===== src/rtl/dma_chan_ctl.sv =====
module dma_chan_ctl #(
  parameter bit SIMPLEX = 1'b0
) (
  input  logic        clk,
  input  logic        rst_n,
  input  logic        hst_wr,
  input  logic [2:0]  hst_addr,
  input  logic [7:0]  hst_wdata,
  output logic [7:0]  hst_rdata,
  output logic        fetch_valid,
  input  logic        fetch_ready,
  output logic [31:0] fetch_addr,
  input  logic        fetch_last,
  input  logic        segment_done,
  input  logic        drive_irq,
  input  logic        xfer_err,
  output logic        active,
  output logic        dir_write,
  output logic        flush
);

  localparam int          PTR_W  = 32;
  localparam int          NBYTES = PTR_W / 8;
  localparam logic [31:0] STEP   = 32'd8;

  typedef enum logic [1:0] {S_IDLE, S_FETCH, S_XFER} state_t;

  state_t             state;
  logic               run_q, dir_q, en1_q, en0_q, irq_q, err_q, last_q, flush_q;
  logic [PTR_W-1:0]   ptr_q;

  wire wr_cmd    = hst_wr && (hst_addr == 3'd0);
  wire wr_sts    = hst_wr && (hst_addr == 3'd2);
  wire start     = wr_cmd && hst_wdata[0] && !run_q && (state == S_IDLE);
  wire abort     = wr_cmd && !hst_wdata[0] && (state != S_IDLE);
  wire fetch_acc = (state == S_FETCH) && fetch_ready;

  assign active      = (state != S_IDLE);
  assign fetch_valid = (state == S_FETCH);
  assign fetch_addr  = {ptr_q[PTR_W-1:2], 2'b00};
  assign dir_write   = dir_q;
  assign flush       = flush_q;

  always_ff @(posedge clk) begin
    if (!rst_n) begin
      state   <= S_IDLE;
      run_q   <= 1'b0;
      dir_q   <= 1'b0;
      last_q  <= 1'b0;
      flush_q <= 1'b0;
    end else begin
      flush_q <= abort;
      if (wr_cmd) run_q <= hst_wdata[0];
      if (wr_cmd && !active) dir_q <= hst_wdata[3];
      if (abort) begin
        state <= S_IDLE;
      end else begin
        case (state)
          S_IDLE:  if (start) state <= S_FETCH;
          S_FETCH: if (fetch_ready) begin
                     last_q <= fetch_last;
                     state  <= S_XFER;
                   end
          S_XFER:  if (segment_done) state <= last_q ? S_IDLE : S_FETCH;
          default: state <= S_IDLE;
        endcase
      end
    end
  end

  always_ff @(posedge clk) begin
    if (!rst_n) begin
      en1_q <= 1'b0;
      en0_q <= 1'b0;
      irq_q <= 1'b0;
      err_q <= 1'b0;
    end else begin
      if (wr_sts) begin
        en1_q <= hst_wdata[6];
        en0_q <= hst_wdata[5];
      end
      if (drive_irq)                  irq_q <= 1'b1;
      else if (wr_sts && hst_wdata[2]) irq_q <= 1'b0;
      if (xfer_err)                   err_q <= 1'b1;
      else if (wr_sts && hst_wdata[1]) err_q <= 1'b0;
    end
  end

  always_ff @(posedge clk) begin
    if (!rst_n) begin
      ptr_q <= '0;
    end else if (fetch_acc && !abort) begin
      ptr_q <= ptr_q + STEP;
    end else if (hst_wr && hst_addr[2] && !active) begin
      for (int b = 0; b < NBYTES; b++)
        if (hst_addr[1:0] == 2'(b)) ptr_q[b*8 +: 8] <= hst_wdata;
      ptr_q[1:0] <= 2'b00;
    end
  end

  always_comb begin
    case (hst_addr)
      3'd0:    hst_rdata = {4'b0000, dir_q, 2'b00, run_q};
      3'd2:    hst_rdata = {SIMPLEX, en1_q, en0_q, 2'b00, irq_q, err_q, active};
      3'd4:    hst_rdata = {ptr_q[7:2], 2'b00};
      3'd5:    hst_rdata = ptr_q[15:8];
      3'd6:    hst_rdata = ptr_q[23:16];
      3'd7:    hst_rdata = ptr_q[31:24];
      default: hst_rdata = 8'h00;
    endcase
  end


  fetch_hold_chk: assert property (@(posedge clk) disable iff (!rst_n)
    (fetch_valid && !fetch_ready && !abort) |=> (fetch_valid && $stable(fetch_addr)));


  ptr_step_chk: assert property (@(posedge clk) disable iff (!rst_n)
    (fetch_valid && fetch_ready && !abort) |=> (!fetch_valid && fetch_addr == $past(fetch_addr) + STEP));


  irq_sticky_chk: assert property (@(posedge clk) disable iff (!rst_n)
    (irq_q && !(wr_sts && hst_wdata[2])) |=> irq_q);


  err_set_chk: assert property (@(posedge clk) disable iff (!rst_n)
    xfer_err |=> err_q);


  dir_hold_chk: assert property (@(posedge clk) disable iff (!rst_n)
    active |=> $stable(dir_write));


  unused_zero_chk: assert property (@(posedge clk) disable iff (!rst_n)
    (hst_addr == 3'd1 || hst_addr == 3'd3) |-> (hst_rdata == 8'h00));


  flush_idle_chk: assert property (@(posedge clk) disable iff (!rst_n)
    flush |-> (!active && !$past(flush)));

endmodule


===== config.mk =====
export PLATFORM = sky130hd
export DESIGN_NAME = dma_chan_ctl
export DESIGN_NICKNAME = d
export VERILOG_FILES = /design/src/rtl/dma_chan_ctl.sv
export SDC_FILE = /design/constraint.sdc
export NUM_CORES = 1
export LEC_CHECK = 0
export ABC_AREA = 1
export BUFFER_PORTS_ARGS = -buffer_cell sky130_fd_sc_hd__buf_2
export CORE_ASPECT_RATIO = 1.5
export CORE_MARGIN = 2
export CORE_UTILIZATION = 56
export DETAILED_ROUTE_END_ITERATION = 7
export PLACE_DENSITY = 0.81
export RECOVER_POWER = 25
export SYNTH_ARGS = -nofsm -noshare
export SYNTH_HDL_FRONTEND = slang
export SYNTH_SLANG_ARGS = --single-unit

===== constraint.sdc =====
create_clock -name clk -period 2.2 [get_ports clk]
set_clock_uncertainty 0.15 [all_clocks]
set_input_delay 0.44 -clock clk [delete_from_list [all_inputs] [get_ports clk]]
set_output_delay 0.44 -clock clk [all_outputs]
set_load 0.02 [all_outputs]

# Yosys cells after proc, flatten, opt, wreduce, memory -nomap -nowiden
# Index checks and enable logic that the tools add are counted.
[word_totals]
regBits = 42
word_cells = 82
in_bits = 19
out_inout_bits = 44
[op_classes]
reduce_logical = 36
bitwise = 2
eq_ne = 13
n_addsub = 1
n_mux = 16
[op_table]
columns = ["op", "n"]
rows = [
  ["32-bit 2-to-1 mux", 2],
  ["8-bit one-hot mux with 6 select lines", 1],
  ["32-bit by 4-bit adder with 32-bit output, second input constant", 1],
  ["8-bit 2-to-1 mux", 4],
  ["2-bit nonzero test", 8],
  ["1-bit logical AND", 14],
  ["3-bit equality test, second input constant", 4],
  ["2-bit AND reduction", 4],
  ["2-bit equality test, second input constant", 3],
  ["2-bit 2-to-1 mux", 3],
  ["2-bit one-hot mux with 3 select lines", 1],
  ["3-bit AND reduction", 2],
  ["1-bit 2-to-1 mux", 5],
  ["2-bit by 1-bit equality test with 1-bit output, second input constant", 2],
  ["1-bit logical NOT", 4],
  ["2-bit logical NOT", 2],
  ["2-bit != test, second input constant", 2],
  ["3-bit by 2-bit equality test with 1-bit output, second input constant", 1],
  ["3-bit logical NOT", 1],
  ["2-bit by 1-bit != test with 1-bit output, second input constant", 1],
  ["1-bit NOT", 2],
  ["2-bit OR reduction", 1],
]

# Longest topological paths before layout
# Gate-level depths: netlist of the first run.
[depth]
word_depth = 8
mapped_depth = 11
depth_no_buf = 11

# Worst setup path before layout of the first run
# Ideal clock, no wire load.
[synth_path]
kind = "in2out"
startpoint = "in hst_addr[2]"
endpoint = "out hst_rdata[0]"
path_buffers = 0
required_ns = 1.610
t_arrival_ns = 1.224
cell_stages = 3
setup_slack_ns = 0.386
path_cell_list = "nor3_1 a22oi_1 o211ai_1"
[synth_between]
elab_chain_cells = 2
word_cells_on_any_way = 7
cone_classes = "eq/ne: 5; mux: 1; reduce/logical: 1"
[synth_lines]
columns = ["element", "line_no", "source"]
rows = [
  ["start: declaration", "7", "input logic [2:0] hst_addr,"],
  ["3-bit equality test (tied with other cells)", "102", "case (hst_addr)"],
  ["8-bit one-hot mux with 6 select lines *", "102", ""],
  ["end: declaration", "9", "output logic [7:0] hst_rdata,"],
]
# Mark *: on every way between the ends. The rest lies on a longest branch, timed or not.

# Worst setup path in the final report of the first run
[layout_path]
startpoint = "in hst_addr[0]"
endpoint = "out hst_rdata[6]"
# Same word-level chain as after synthesis.

==> results.tsv, run 1 <==
stage	metric	value	unit
synthesis	yosys_most_used_dff	dfxtp_1	
critical_path	reg2reg_depth	10	
place	dp_hpwl	7800	um
clock_network	cts_tree	built	
power_and_ir_drop	p_switching	472	uW
synthesis	synthTopCellsByCount	nand2_1 (164), nand3_1 (69), inv_1 (66)	
global_route	grt.total_usage	0.346	
power_and_ir_drop	seqPwrFrac	0.502	
die	fp.dieArea	0.00603	mm2
global_route	grt_pass1_wl	16200	um
global_route	first_global_vias	3273	
synthesis	syn_inst	517	
critical_path	critPathRequiredTime	1.61	ns
synthesis	synth_most_common_cell	nand2_1	
critical_path	timing.rr.start	state[0]$_SDFFE_PP0P_	
synthesis	yosysSeqAreaShare	0.264	
power_and_ir_drop	clkPwrFrac	0.342	
layout	drive_gt1_frac	0.164	
clock_network	clock_sinks	40	
layout	final_net_count	603	
flow_run	max-cap-violations	0	
critical_path	path_max_fanout	8	
routing	via_per_inst	5.50	
global_route	met3_usage	0.0432	
critical_path	r2r_end	ptr_q[8]$_SDFFE_PN0P_	
clock_network	clkTransAtPathRegs	0.08	ns
global_route	top_usage_layer	met2	
die	die_y	94.1	um
sta	slew_headroom	0.434	
synthesis	synth.cell_area	0.00303	mm2
sta	grt_setup_unrepaired	yes	
critical_path	arrival	1.54	ns
synthesis	synth_cell_types	32	
critical_path	worstSetupPathType	in2out	
routing	antenna_left	0	
power_and_ir_drop	power	1550	uW
synthesis	ys_seq_elements	40	
place	routabilityCongestion	0.983	
global_route	grt_max_degree	31	
synthesis	syn_avg_cell_area	5.86	um2
critical_path	crit_end	hst_rdata[6]	
sta	totalNegativeSetupSlack	0	ns
place	numPortBuffers	60	
power_and_ir_drop	p_leak	0.00158	uW
layout	synthToLayoutAreaGrowth	15.7	%
routing	detail_route.wl_per_cell	15.5	um
sta	worst_pin_slew	0.847	ns
critical_path	rrSetupSlack	0.14	ns
routing	vias	3585	
clock_network	clockRootBuffer	clkbuf_8	
die	fp.coreArea	0.00516	mm2
synthesis	synth_largest_type_area_fraction	0.264	
power_and_ir_drop	combPwrFrac	0.157	
run_status	status	complete, no violations	
power_and_ir_drop	max-vdd-ir-drop	0.346	mV
critical_path	start_kind	input pin	
clock_network	clock_path_buffers	2	
clock_network	htreeDepth	2	
critical_path	end_kind	primary output	
critical_path	crit_start	hst_addr[0]	
routing	drc	0	
synthesis	synth_edf_count	0	
place	dpl.cell_count	643	
clock_network	ctsHoldBuffers	0	
sta	fin_crit_sh	0.969	
clock_network	cts_buffers	5	
global_route	grt_remaining_overflow	0	
die	ioPinCount	63	
power_and_ir_drop	power.density	442	mW/mm2
sta	slew_violations	0	
routing	drt-pass1-iter-count	5	
synthesis	synthTopCellsByArea	dfxtp_1 (26%), nand2_1 (20%), nand3_1 (11%)	
die	initial_core_util	0.586	
sta	whs	0.210	ns
hold_path	min_path_type	in2reg	
synthesis	async_flop_share	0	
layout	final_cells	652	
power_and_ir_drop	p_int	1080	uW
clock_network	clk_latency	0.30	ns
global_route	gr-usage-met1	0.398	
layout	antenna_cells	0	
sta	max_freq	469	MHz
die	row_count	32	
routing	routed_wl	10100	um
global_route	antenna_found_initial	0	
power_and_ir_drop	p_sw_frac	0.304	
sta	finalSetupViolCount	0	
sta	finalCriticalPeriod	2.13	ns
global_route	use_met2	0.627	
die	dieWidth	64.1	um
routing	drtIter0Drc	246	
synthesis	ys_warn_count	0	
synthesis	yosysTopAreaCell	dfxtp_1	
sta	finalHoldViolations	0	
cell usage in the layout (no fill, tap or decap):
| cell | n |
|---|---|
| nand2_1 | 163 |
| nand3_1 | 70 |
| inv_1 | 66 |
| nor2_1 | 56 |
| buf_2 | 50 |
| dfxtp_1 | 40 |
| a21oi_1 | 26 |
| o21ai_0 | 14 |
| clkbuf_1 | 13 |
| buf_4 | 8 |
| nor2_4 | 7 |
| a22oi_1 | 7 |
| nor2_2 | 7 |
| clkbuf_8 | 6 |
| nand2_2 | 5 |
| o2111ai_1 | 5 |
| nor3_1 | 5 |
| inv_2 | 5 |
| nand3b_1 | 5 |
| o211ai_1 | 3 |
| o221ai_1 | 3 |
| xor2_1 | 3 |
| a22oi_2 | 2 |
| a31oi_1 | 2 |
| and2_1 | 2 |
| conb_1 | 2 |
| clkinv_2 | 1 |
| clkinvlp_4 | 1 |
| nand2_4 | 1 |
| o21bai_4 | 1 |
| or2_2 | 1 |
| clkinv_1 | 1 |
| a211oi_1 | 1 |
| ha_1 | 1 |
| buf_12 | 1 |
state kept, by name, indices dropped and copies added (netlist names):
register,count
flush,1
run_q,1
ptr_q,30
irq_q,1
en1_q,1
state,2
last_q,1
dir_write,1
en0_q,1
err_q,1
layer usage:
layer	share of wire	routed length [um]	vias to the layer above
met1	0.38	3880	1614
met4	0.037	378	0
met3	0.074	754	31
li1	-	-	1782
met5	0	0	-
met2	0.51	5130	158
layout make-up:
type	instances	area (um2)
clock buffers	8	90.1
flip-flops and latches	40	801
inverters	74	283
multi-input cells	392	1870
fillers	493	1660
well taps	68	85.1
repair buffers	70	372
worst min path at each step:
stage                                startpoint                    end  slack [ns]  cells past startpoint
after floorplan              run_q$_SDFFE_PN0N_     run_q$_SDFFE_PN0N_        0.31                      2
after global placement       irq_q$_SDFFE_PN0P_     irq_q$_SDFFE_PN0P_        0.32                      2
after detailed placement  ptr_q[2]$_SDFFE_PN0P_  ptr_q[2]$_SDFFE_PN0P_        0.32                      2
after CTS                              xfer_err     err_q$_SDFFE_PN0P_        0.20                      3
after global routing                   xfer_err     err_q$_SDFFE_PN0P_        0.23                      3
final                                  xfer_err     err_q$_SDFFE_PN0P_        0.21                      3
logic make-up after synthesis:
group           after synthesis  synth area share
compound gates               64             0.132
xor+xnor                      3           0.00868
fa+ha+maj                     1           0.00413
buf+inv                      86             0.120
flops                        40             0.264
other cells                   1           0.00124
simple gates                322             0.470
power by group through the flow:
stage                     combinational, uW  clock, uW  sequential (uW)
after global placement                  237          0              794
after detailed placement                241          0              794
after floorplan                         133          0              803
final                                   243        530              778
after global routing                    265        557              781
after CTS                               242        538              777
critical path: stages:
cell	delay, ns
buf_2	0.14
nand3_1	0.15
clkinvlp_4	0.20
a22oi_1	0.29
o2111ai_1	0.14
buf_2	0.18
stage by stage:
stage                     cell area (um2)  utilization  setup slack [ns]
final                                3500        0.679            0.0680
after global routing                 3500        0.679           -0.0111
after CTS                            3510        0.680            0.0629
after detailed placement             3410        0.661           0.00858
after global placement               3410        0.661            0.0370
after floorplan                      3030            -             0.386
timing repair:
| item | in CTS | in global routing |
|---|---|---|
| gates cloned | 0 | 0 |
| setup buffers | 0 | 1 |
| endpoints found under the setup margin | 1 | 9 |
| gates resized for setup | 2 | 5 |
No activity file was read; power rests on OpenSTA's default activity.
==> run 2: changes to the inputs <==
--- a/config.mk
+++ b/config.mk
@@ -9,9 +9,9 @@
 export BUFFER_PORTS_ARGS = -buffer_cell sky130_fd_sc_hd__buf_2
 export CORE_ASPECT_RATIO = 1.5
 export CORE_MARGIN = 2
-export CORE_UTILIZATION = 56
+export CORE_UTILIZATION = 45
 export DETAILED_ROUTE_END_ITERATION = 7
-export PLACE_DENSITY = 0.81
+export PLACE_DENSITY = 0.68
 export RECOVER_POWER = 25
 export SYNTH_ARGS = -nofsm -noshare
 export SYNTH_HDL_FRONTEND = slang
==> run 2 against run 1 <==
Against the previous run: combinational power barely moved; flip-flop and latch count did not move; worst hold slack lost 0.021 ns; final cell count grew 1.7%; sequential share of layout area shrank 0.21 points; routed wire length up 6.2%; total power increased by 1.4%.
==> results.tsv, run 2 (same netlist as run 1, synthesis figures left out) <==
stage	metric	value	unit	change
layout	mostFrequentLayoutCell	nand2_1		
clock_network	clkTransAtPathRegs	0.08	ns	about the same
routing	routed_wl	10800	um	+6.2%
critical_path	reg2reg_depth	4		-6
flow_run	max-cap-violations	0		unchanged
layout	top_regs	ptr_q: 30 flops, state: 2 flops		
layout	final_net_count	606		+0.50%
place	routabilityCongestion	0.950		-3.4%
critical_path	crit_family	buffers and inverters		
critical_path	slowest_delay	0.31	ns	+0.02 ns
power_and_ir_drop	p_int	1080	uW	about the same
routing	drt-pass1-iter-count	5		unchanged
critical_path	critPathRequiredTime	1.61	ns	about the same
layout	top_register	ptr_q		
power_and_ir_drop	power.density	444	mW/mm2	+0.45%
sta	slew_violations	0		unchanged
critical_path	critical_path_buf_inv_count	3		unchanged
hold_path	min_path_type	in2reg		
clock_network	ctsHoldBuffers	0		unchanged
place	numPortBuffers	60		unchanged
routing	via_per_inst	5.42		-1.4%
sta	worst_slack	0.0671	ns	-0.000850 ns
sta	finalSetupViolCount	0		unchanged
run_status	status	complete, no violations		
critical_path	worstSetupPathType	in2out		
sta	totalNegativeSetupSlack	0	ns	unchanged
clock_network	post-cts-setup-buffers	0		unchanged
clock_network	clock_sinks	40		unchanged
die	ioPinCount	63		unchanged
critical_path	rrSetupSlack	0.14	ns	about the same
routing	vias	3594		+0.25%
die	dieWidth	71.0	um	+11%
die	fp.dieArea	0.00742	mm2	+23%
critical_path	crit_path_top_delay_cell	a22oi_2		
sta	max_freq	469	MHz	about the same
power_and_ir_drop	combPwrFrac	0.156		about the same
power_and_ir_drop	max-vdd-ir-drop	0.358	mV	+3.5%
die	initial_core_util	0.467		-0.119
routing	drc	0		unchanged
routing	drtIter0Drc	291		+18%
routing	antenna_left	0		unchanged
global_route	first_global_vias	3425		+4.6%
hold_path	hold_depth	3		unchanged
sta	finalCriticalPeriod	2.13	ns	+0.000850 ns
critical_path	arrival	1.54	ns	about the same
critical_path	start_kind	input pin		
layout	synthToLayoutAreaGrowth	16.8	%	
place	dp_hpwl	8030	um	+2.9%
power_and_ir_drop	seqPwrFrac	0.496		-0.006
die	fp.coreArea	0.00649	mm2	+26%
die	row_count	36		+13%
critical_path	end_kind	primary output		
sta	slew_headroom	0.389		-0.0448
critical_path	path_max_fanout	8		unchanged
critical_path	cp.depth	6		unchanged
layout	drive_gt1_frac	0.170		+0.00597
clock_network	htreeDepth	2		unchanged
power_and_ir_drop	p_switching	492	uW	+4.4%
global_route	grt.total_usage	0.288		-0.0586
global_route	grt_remaining_overflow	0		unchanged
clock_network	cts_buffers	5		unchanged
sta	fin_crit_sh	0.969		about the same
clock_network	cts_tree	built		
place	pre_cts_ws	-0.0122	ns	-0.0208 ns
critical_path	crit_top_cell	buf_2		
routing	detail_route.wl_per_cell	16.2	um	+4.5%
sta	worst_pin_slew	0.915	ns	+0.0682 ns
power_and_ir_drop	p_leak	0.00158	uW	about the same
power_and_ir_drop	p_sw_frac	0.313		+0.00901
power_and_ir_drop	clkPwrFrac	0.347		+0.005
sta	finalHoldViolations	0		unchanged
critical_path	worstPathCellList	buf_2 -> nand3_2 -> clkinvlp_4 -> a22oi_2 -> o2111ai_1 -> buf_2		
die	die_y	104	um	+11%
layout	final_cell_mix	nand2_1 (164), nand3_1 (69), inv_1 (66), nor2_1 (57), buf_2 (48)		
layout	largest_register_ff_count	30		unchanged
global_route	grt_pass1_wl	16900	um	+4.0%
clock_network	clk_latency	0.31	ns	about the same
clock_network	clock_path_buffers	2		unchanged
global_route	grt_max_degree	31		unchanged
global_route	antenna_found_initial	0		unchanged
layout	antenna_cells	0		unchanged
clock_network	clockRootBuffer	clkbuf_8		
## run 2: cell types whose count changed in the layout (fill, tap and decap cells not counted), sizes merged
cell    delta
clkbuf     +2
clkinv     -1
inv        +1
nor2       +1
## run 2: final timing paths
path	from	to
max	hst_addr[0]	hst_rdata[2]
min	drive_irq	irq_q$_SDFFE_PN0P_
max reg2reg	state[0]$_SDFFE_PP0P_	ptr_q[28]$_SDFFE_PN0P_
min reg2reg	irq_q$_SDFFE_PN0P_	irq_q$_SDFFE_PN0P_
## run 2: worst reg2reg max path: stages, from the launching register on
cell and delay [ns]:
dfxtp_1 0.41, nand3_1 0.30, nor2_2 0.79, nand3_1 0.16, a21oi_1 0.18
## run 2: what timing repair did
item                                    CTS  global route
gates resized for setup                   1             9
pin swaps                                 0             2
gates cloned                              0             1
hold endpoints to repair                  0             0
endpoints found under the setup margin    3             8
## run 2: cell type report
| cell class | instances | area, um2 |
|---|---|---|
| Timing Repair Buffer | 72 | 372 |
| Tap cell | 76 | 95.1 |
| Multi-Input combinational cell | 393 | 1900 |
| Inverter | 74 | 284 |
| Fill cell | 702 | 2950 |
| Clock buffer | 8 | 90.1 |
| Sequential cell | 40 | 801 |
## run 2: per-stage QoR
step / util / area [um2] / total power [uW] / instances / hold WS, ns
after global placement: 0.529 / 3430 / 1040 / 654 / 0.316
after floorplan: - / 3030 / 937 / 518 / 0.305
after detailed placement: 0.529 / 3430 / 1040 / 654 / 0.326
final: 0.545 / 3540 / 1570 / 663 / 0.189
after CTS: 0.543 / 3520 / 1570 / 662 / 0.188
after global routing: 0.545 / 3540 / 1630 / 663 / 0.190
## run 2: layer usage
metal | global-route usage | wire, um | up-vias
li1 | - | - | 1791
met1 | 0.352 | 4600 | 1636
met2 | 0.465 | 5030 | 132
met3 | 0.0388 | 573 | 35
met4 | 0.182 | 571 | 0
met5 | 0 | 0 | -
## run 2: power by group through the flow
stage          clock network (uW)  logic (uW)  registers [uW]
4_1_cts                       552         244             778
3_3_place_gp                    0         241             795
6_report                      546         246             780
3_5_place_dp                    0         243             795
2_1_floorplan                   0         133             803
5_1_grt                       581         270             783
